### config.mk
export PLATFORM = sky130hd
export DESIGN_NAME = pwm_unaligned_merge
export DESIGN_NICKNAME = d
export VERILOG_FILES = /design/src/rtl/pwm_pkg.sv /design/src/rtl/pwm_opdec.sv /design/src/rtl/pwm_lane.sv /design/src/rtl/pwm_merge.sv /design/src/rtl/pwm_unaligned_merge.sv
export SDC_FILE = /design/constraint.sdc
export NUM_CORES = 1
export LEC_CHECK = 0
export CORE_MARGIN = 2
export CORE_UTILIZATION = 40
export DETAILED_ROUTE_END_ITERATION = 6
export PLACE_DENSITY = 0.68
export SLEW_MARGIN = 0
export SYNTH_ARGS = -nofsm -noshare
export SYNTH_HDL_FRONTEND = slang
export SYNTH_SLANG_ARGS = --single-unit
### constraint.sdc
create_clock -name clk -period 4.7 [get_ports clk]
set_input_delay 0.94 -clock clk [delete_from_list [all_inputs] [get_ports clk]]
set_output_delay 0.94 -clock clk [all_outputs]
set_load 0.01 [all_outputs]
### src/rtl/pwm_pkg.sv
package pwm_pkg;

  localparam int OPC_W = 6;

  localparam logic [OPC_W-1:0] OPC_LOAD_HEAD  = 6'h22;
  localparam logic [OPC_W-1:0] OPC_LOAD_TAIL  = 6'h26;
  localparam logic [OPC_W-1:0] OPC_STORE_HEAD = 6'h2A;
  localparam logic [OPC_W-1:0] OPC_STORE_TAIL = 6'h2E;

  // head = upper end of the register, tail = lower end
  typedef enum logic [2:0] {
    MG_NONE       = 3'd0,
    MG_LOAD_HEAD  = 3'd1,
    MG_LOAD_TAIL  = 3'd2,
    MG_STORE_HEAD = 3'd3,
    MG_STORE_TAIL = 3'd4
  } merge_op_e;

  function automatic merge_op_e decode_opc(input logic [OPC_W-1:0] opc);
    merge_op_e op;
    case (opc)
      OPC_LOAD_HEAD:  op = MG_LOAD_HEAD;
      OPC_LOAD_TAIL:  op = MG_LOAD_TAIL;
      OPC_STORE_HEAD: op = MG_STORE_HEAD;
      OPC_STORE_TAIL: op = MG_STORE_TAIL;
      default:        op = MG_NONE;
    endcase
    return op;
  endfunction

endpackage

### src/rtl/pwm_opdec.sv
module pwm_opdec
  import pwm_pkg::*;
(
  input  logic [OPC_W-1:0] opc,
  output merge_op_e        op,
  output logic             is_load,
  output logic             is_store
);

  always_comb begin
    op       = decode_opc(opc);
    is_load  = (op == MG_LOAD_HEAD)  || (op == MG_LOAD_TAIL);
    is_store = (op == MG_STORE_HEAD) || (op == MG_STORE_TAIL);
  end

endmodule

### src/rtl/pwm_lane.sv
// Per-lane source selection: take a byte from the shifted word at sidx,
// or keep this lane's own byte from the preserved word.
module pwm_lane
  import pwm_pkg::*;
#(
  parameter  int LANES = 4,
  parameter  int IDX   = 0,
  localparam int OFF_W = $clog2(LANES)
) (
  input  merge_op_e        op,
  input  logic [OFF_W-1:0] off,
  output logic             take,
  output logic [OFF_W-1:0] sidx
);

  localparam int TOP = LANES - 1;

  int off_i;
  int src_i;

  always_comb begin
    off_i = {{(32-OFF_W){1'b0}}, off};
    take  = 1'b0;
    src_i = IDX;
    case (op)
      MG_LOAD_HEAD: begin
        take  = (IDX >= TOP - off_i);
        src_i = IDX - (TOP - off_i);
      end
      MG_LOAD_TAIL: begin
        take  = (IDX <= TOP - off_i);
        src_i = IDX + off_i;
      end
      MG_STORE_HEAD: begin
        take  = (IDX <= off_i);
        src_i = IDX + TOP - off_i;
      end
      MG_STORE_TAIL: begin
        take  = (IDX >= off_i);
        src_i = IDX - off_i;
      end
      default: begin
        take  = 1'b0;
        src_i = IDX;
      end
    endcase
    if (!take) src_i = IDX;
    sidx = src_i[OFF_W-1:0];
  end

endmodule

### src/rtl/pwm_merge.sv
module pwm_merge
  import pwm_pkg::*;
#(
  parameter  int LANE_W = 8,
  parameter  int LANES  = 4,
  localparam int WORD_W = LANE_W * LANES,
  localparam int OFF_W  = $clog2(LANES)
) (
  input  merge_op_e         op,
  input  logic              is_load,
  input  logic [OFF_W-1:0]  off,
  input  logic [WORD_W-1:0] mem_word,
  input  logic [WORD_W-1:0] rt_val,
  output logic [WORD_W-1:0] merged
);

  logic [LANES-1:0][LANE_W-1:0] shifted_l;
  logic [LANES-1:0][LANE_W-1:0] kept_l;
  logic [LANES-1:0][LANE_W-1:0] merged_l;
  logic [LANES-1:0]             take_v;
  logic [OFF_W-1:0]             sidx_a [LANES];

  // loads move memory bytes over rt; stores move rt bytes over memory
  assign shifted_l = is_load ? mem_word : rt_val;
  assign kept_l    = is_load ? rt_val   : mem_word;

  for (genvar g = 0; g < LANES; g++) begin : g_lane
    pwm_lane #(
      .LANES (LANES),
      .IDX   (g)
    ) u_lane (
      .op   (op),
      .off  (off),
      .take (take_v[g]),
      .sidx (sidx_a[g])
    );
    assign merged_l[g] = take_v[g] ? shifted_l[sidx_a[g]] : kept_l[g];
  end

  assign merged = merged_l;

endmodule

### src/rtl/pwm_unaligned_merge.sv
module pwm_unaligned_merge
  import pwm_pkg::*;
#(
  parameter  int LANE_W = 8,
  parameter  int LANES  = 4,
  localparam int WORD_W = LANE_W * LANES,
  localparam int OFF_W  = $clog2(LANES)
) (
  input  logic              clk,
  input  logic              rst,
  input  logic [OPC_W-1:0]  opcode,
  input  logic [OFF_W-1:0]  byte_off,
  input  logic [WORD_W-1:0] mem_word,
  input  logic [WORD_W-1:0] rt_val,
  output logic              reg_we,
  output logic [WORD_W-1:0] reg_data,
  output logic              mem_we,
  output logic [WORD_W-1:0] mem_data
);

  merge_op_e         op;
  logic              is_load;
  logic              is_store;
  logic [WORD_W-1:0] merged;

  pwm_opdec u_dec (
    .opc      (opcode),
    .op       (op),
    .is_load  (is_load),
    .is_store (is_store)
  );

  pwm_merge #(
    .LANE_W (LANE_W),
    .LANES  (LANES)
  ) u_merge (
    .op       (op),
    .is_load  (is_load),
    .off      (byte_off),
    .mem_word (mem_word),
    .rt_val   (rt_val),
    .merged   (merged)
  );

  always_ff @(posedge clk) begin
    if (rst) begin
      reg_we   <= 1'b0;
      mem_we   <= 1'b0;
      reg_data <= '0;
      mem_data <= '0;
    end else begin
      reg_we   <= is_load;
      mem_we   <= is_store;
      reg_data <= is_load  ? merged : '0;
      mem_data <= is_store ? merged : '0;
    end
  end

endmodule

==> impl_metrics.env <==
export IMPL_synthTopCellsByCount="dfxtp_1 (66), o21ai_0 (56), mux2i_1 (51)"
export IMPL_wire_per_inst_um=25.76
export IMPL_tightest_slew_ns=0.9313
export IMPL_coreArea_um2=12620
export IMPL_via_per_inst=6.413
export IMPL_synthesis_nets=701
export IMPL_hp_start="rt_val[8]"
export IMPL_clockBufferDepth=2
export IMPL_setup_tns_ns=0
export IMPL_ys_flop_type="dfxtp_1"
export IMPL_worstPathRequired_ns=4.92
export IMPL_cts_max_level=3
export IMPL_async_reset_ff_share_pct=0
export IMPL_area_delta_synth_final_pct=33.24
export IMPL_post_route_period_util_pct=80.97
export IMPL_fp_dieH_um=117.9
export IMPL_cts_inserted_buffers=9
export IMPL_cts_tree="built"
export IMPL_stdcell_count=904
export IMPL_pwr_density_cell_nw_per_um2=258.4
export IMPL_antenna_cells=0
export IMPL_nets=808
export IMPL_postCtsHoldBufs=0
export IMPL_slew_headroom_pct=37.91
export IMPL_post_cts_setup_buffers=0
export IMPL_rows=41
export IMPL_drv_cap=0
export IMPL_combPwrFrac_pct=24.0
export IMPL_hold_path_class="in -> reg"
export IMPL_drc=0
export IMPL_netlist_area_um2=5190
export IMPL_chipWidth_um=117.9
export IMPL_firstDrtPassIters=7
export IMPL_cts_root_buffer="clkbuf_16"
export IMPL_ant_nets=0
export IMPL_cts_sinks=66
export IMPL_synth_edf_count=0
export IMPL_vias=5797
export IMPL_grt_pass1_vias=5516
export IMPL_die_area_um2=13900
export IMPL_p_leak_nw=2.515
export IMPL_grt_setup_unrepaired="false"
export IMPL_antenna_found_initial=0
export IMPL_setup_viol=0
export IMPL_synthCells=621
export IMPL_seqPwrFrac_pct=31.6
export IMPL_crit_fanout=19
export IMPL_grt_overflow=0
export IMPL_postSynthAreaPerCell_um2=8.357
export IMPL_worstSetupPathType="in -> reg"
export IMPL_cts_resized=0
export IMPL_peakVddDrop_mv=0.1593
export IMPL_min_path_cells=3
export IMPL_internal_power_w=0.001271
export IMPL_status="finished clean"
export IMPL_start_util_pct=41.13
export IMPL_drt_iter0_markers=660
export IMPL_pwr_share_clk_pct=44.4
export IMPL_dp_cells=889
export IMPL_synth_cell_types=67
export IMPL_yosysTopAreaCell="dfxtp_1"
export IMPL_fmax_ghz=0.2628
export IMPL_numPortBuffers=139
export IMPL_gp_congestion=1.079
export IMPL_path_clk_slew_ns=0.05
export IMPL_hold_viol=0
export IMPL_drv_slew=0
export IMPL_synth_seq_cells=66
export IMPL_drive_gt1_share_pct=10.93
export IMPL_hold_end="reg_data[8]"
export IMPL_yosysMostFrequentCell="dfxtp_1"
export IMPL_netlist_area_leader_share_pct=25.46
export IMPL_synth_area_top_cells="dfxtp_1 (25%), mux2i_1 (9.8%), o21ai_0 (5.4%)"
export IMPL_cp_end_kind="flop"
export IMPL_synth_warnings=0
export IMPL_grt_usage_pct=33.02
export IMPL_seq_area_frac_synth_pct=25.46
export IMPL_arrival_ns=4.03
export IMPL_wl_mm=23.28
export IMPL_ios=140
export IMPL_period_minus_slack_ns=3.806
export IMPL_critPathLaunchType="input port"
export IMPL_sw_frac_of_total_pct=28.85
export IMPL_grt_pass1_wl_mm=34.80
export IMPL_grt_max_degree=58
export IMPL_post_dp_hpwl_mm=17.40
export IMPL_p_total_w=0.001787
export IMPL_power_switching_w=0.0005155
[stage by stage]
step | hold slack, ns | utilization [%] | setup WS [ns] | cell area [µm²]
6_report | 1.335 | 54.80 | 0.8944 | 6915
5_1_grt | 1.363 | 54.80 | 0.6379 | 6915
4_1_cts | 1.330 | 54.80 | 0.9160 | 6915
3_5_place_dp | 1.676 | 52.09 | 0.5727 | 6574
3_3_place_gp | 1.678 | 52.09 | 0.6307 | 6574
2_1_floorplan | 1.123 | - | 1.942 | 5190
[layer usage]
layer	global-route usage (%)	part of all wire, %	vias up
li1	-	-	2638
met1	43.47	42	2751
met2	50.25	44	345
met3	7.897	10	63
met4	16.64	4.5	0
met5	0	0	-
[layout by cell type, fill, tap and decap left out, drive strengths merged, types with 4 or more instances in the layout]
cell / n
a2111oi: 4
o31ai: 11
and2: 7
o221a: 6
nor3: 36
nor2b: 12
nor4: 23
a31o: 6
nand2: 34
ha: 6
inv: 16
a2bb2oi: 17
nand4: 6
mux2: 11
nand3: 11
clkbuf: 11
nor2: 23
a21oi: 49
a211oi: 18
o21ai: 58
mux2i: 51
clkdlybuf4s50: 138
and3: 12
o221ai: 24
a32o: 5
buf: 16
o22a: 8
o22ai: 12
dfxtp: 66
[power groups by stage]
stage | sequential (W) | clock, W | combinational, W
finish | 0.000564 | 0.000794 | 0.000429
detailed placement | 0.000577 | 0 | 0.000416
floorplan | 0.000578 | 0 | 0.000247
global route | 0.000564 | 0.000819 | 0.000450
CTS | 0.000564 | 0.000798 | 0.000418
global placement | 0.000577 | 0 | 0.000414
[worst max-delay path: stages]
cell             delay [ns]
clkdlybuf4s50_1        0.81
inv_1                  0.17
ha_1                   0.30
nor2b_1                0.20
o22a_1                 0.80
mux2_2                 0.43
o31ai_2                0.28
nor3_1                 0.09
[registers in the layout (all words and copies together) (netlist names)]
signal	cells
reg_we	1
reg_data	32
mem_we	1
mem_data	32
[worst max path at each step]
stage	startpoint	end	slack [ns]	cells past startpoint
3_5_place_dp	byte_off[0]	reg_data[5]	0.57	8
5_1_grt	byte_off[0]	mem_data[5]	0.64	8
6_report	byte_off[0]	reg_data[3]	0.89	8
2_1_floorplan	byte_off[0]	reg_data[5]	1.94	8
3_3_place_gp	byte_off[0]	reg_data[5]	0.63	8
4_1_cts	byte_off[0]	reg_data[5]	0.92	8
[area by class of cell]
class | instances | area (µm²)
Clock inverter | 4 | 98.84
Fill cell | 1206 | 5704
Multi-Input combinational cell | 482 | 3482
Tap cell | 172 | 215.2
Sequential cell | 66 | 1321
Timing Repair Buffer | 154 | 1499
Inverter | 15 | 56.30
Clock buffer | 11 | 242.7
[kinds of logic (layout without fill, tap and decap cells)]
| group | Yosys count | count (layout) | synth area share [%] |
|---|---|---|---|
| AOI/OAI and AO/OA | 236 | 236 | 33.25 |
| and+or+nand+nor | 174 | 174 | 18.01 |
| buffers and inverters | 73 | 184 | 7.763 |
| DFF | 66 | 66 | 25.46 |
| muxes | 64 | 64 | 13.24 |
| adders and majority gates | 6 | 6 | 1.446 |
| xor gates and xnor gates | 2 | 2 | 0.8439 |
(Power assumes the default switching activity.)
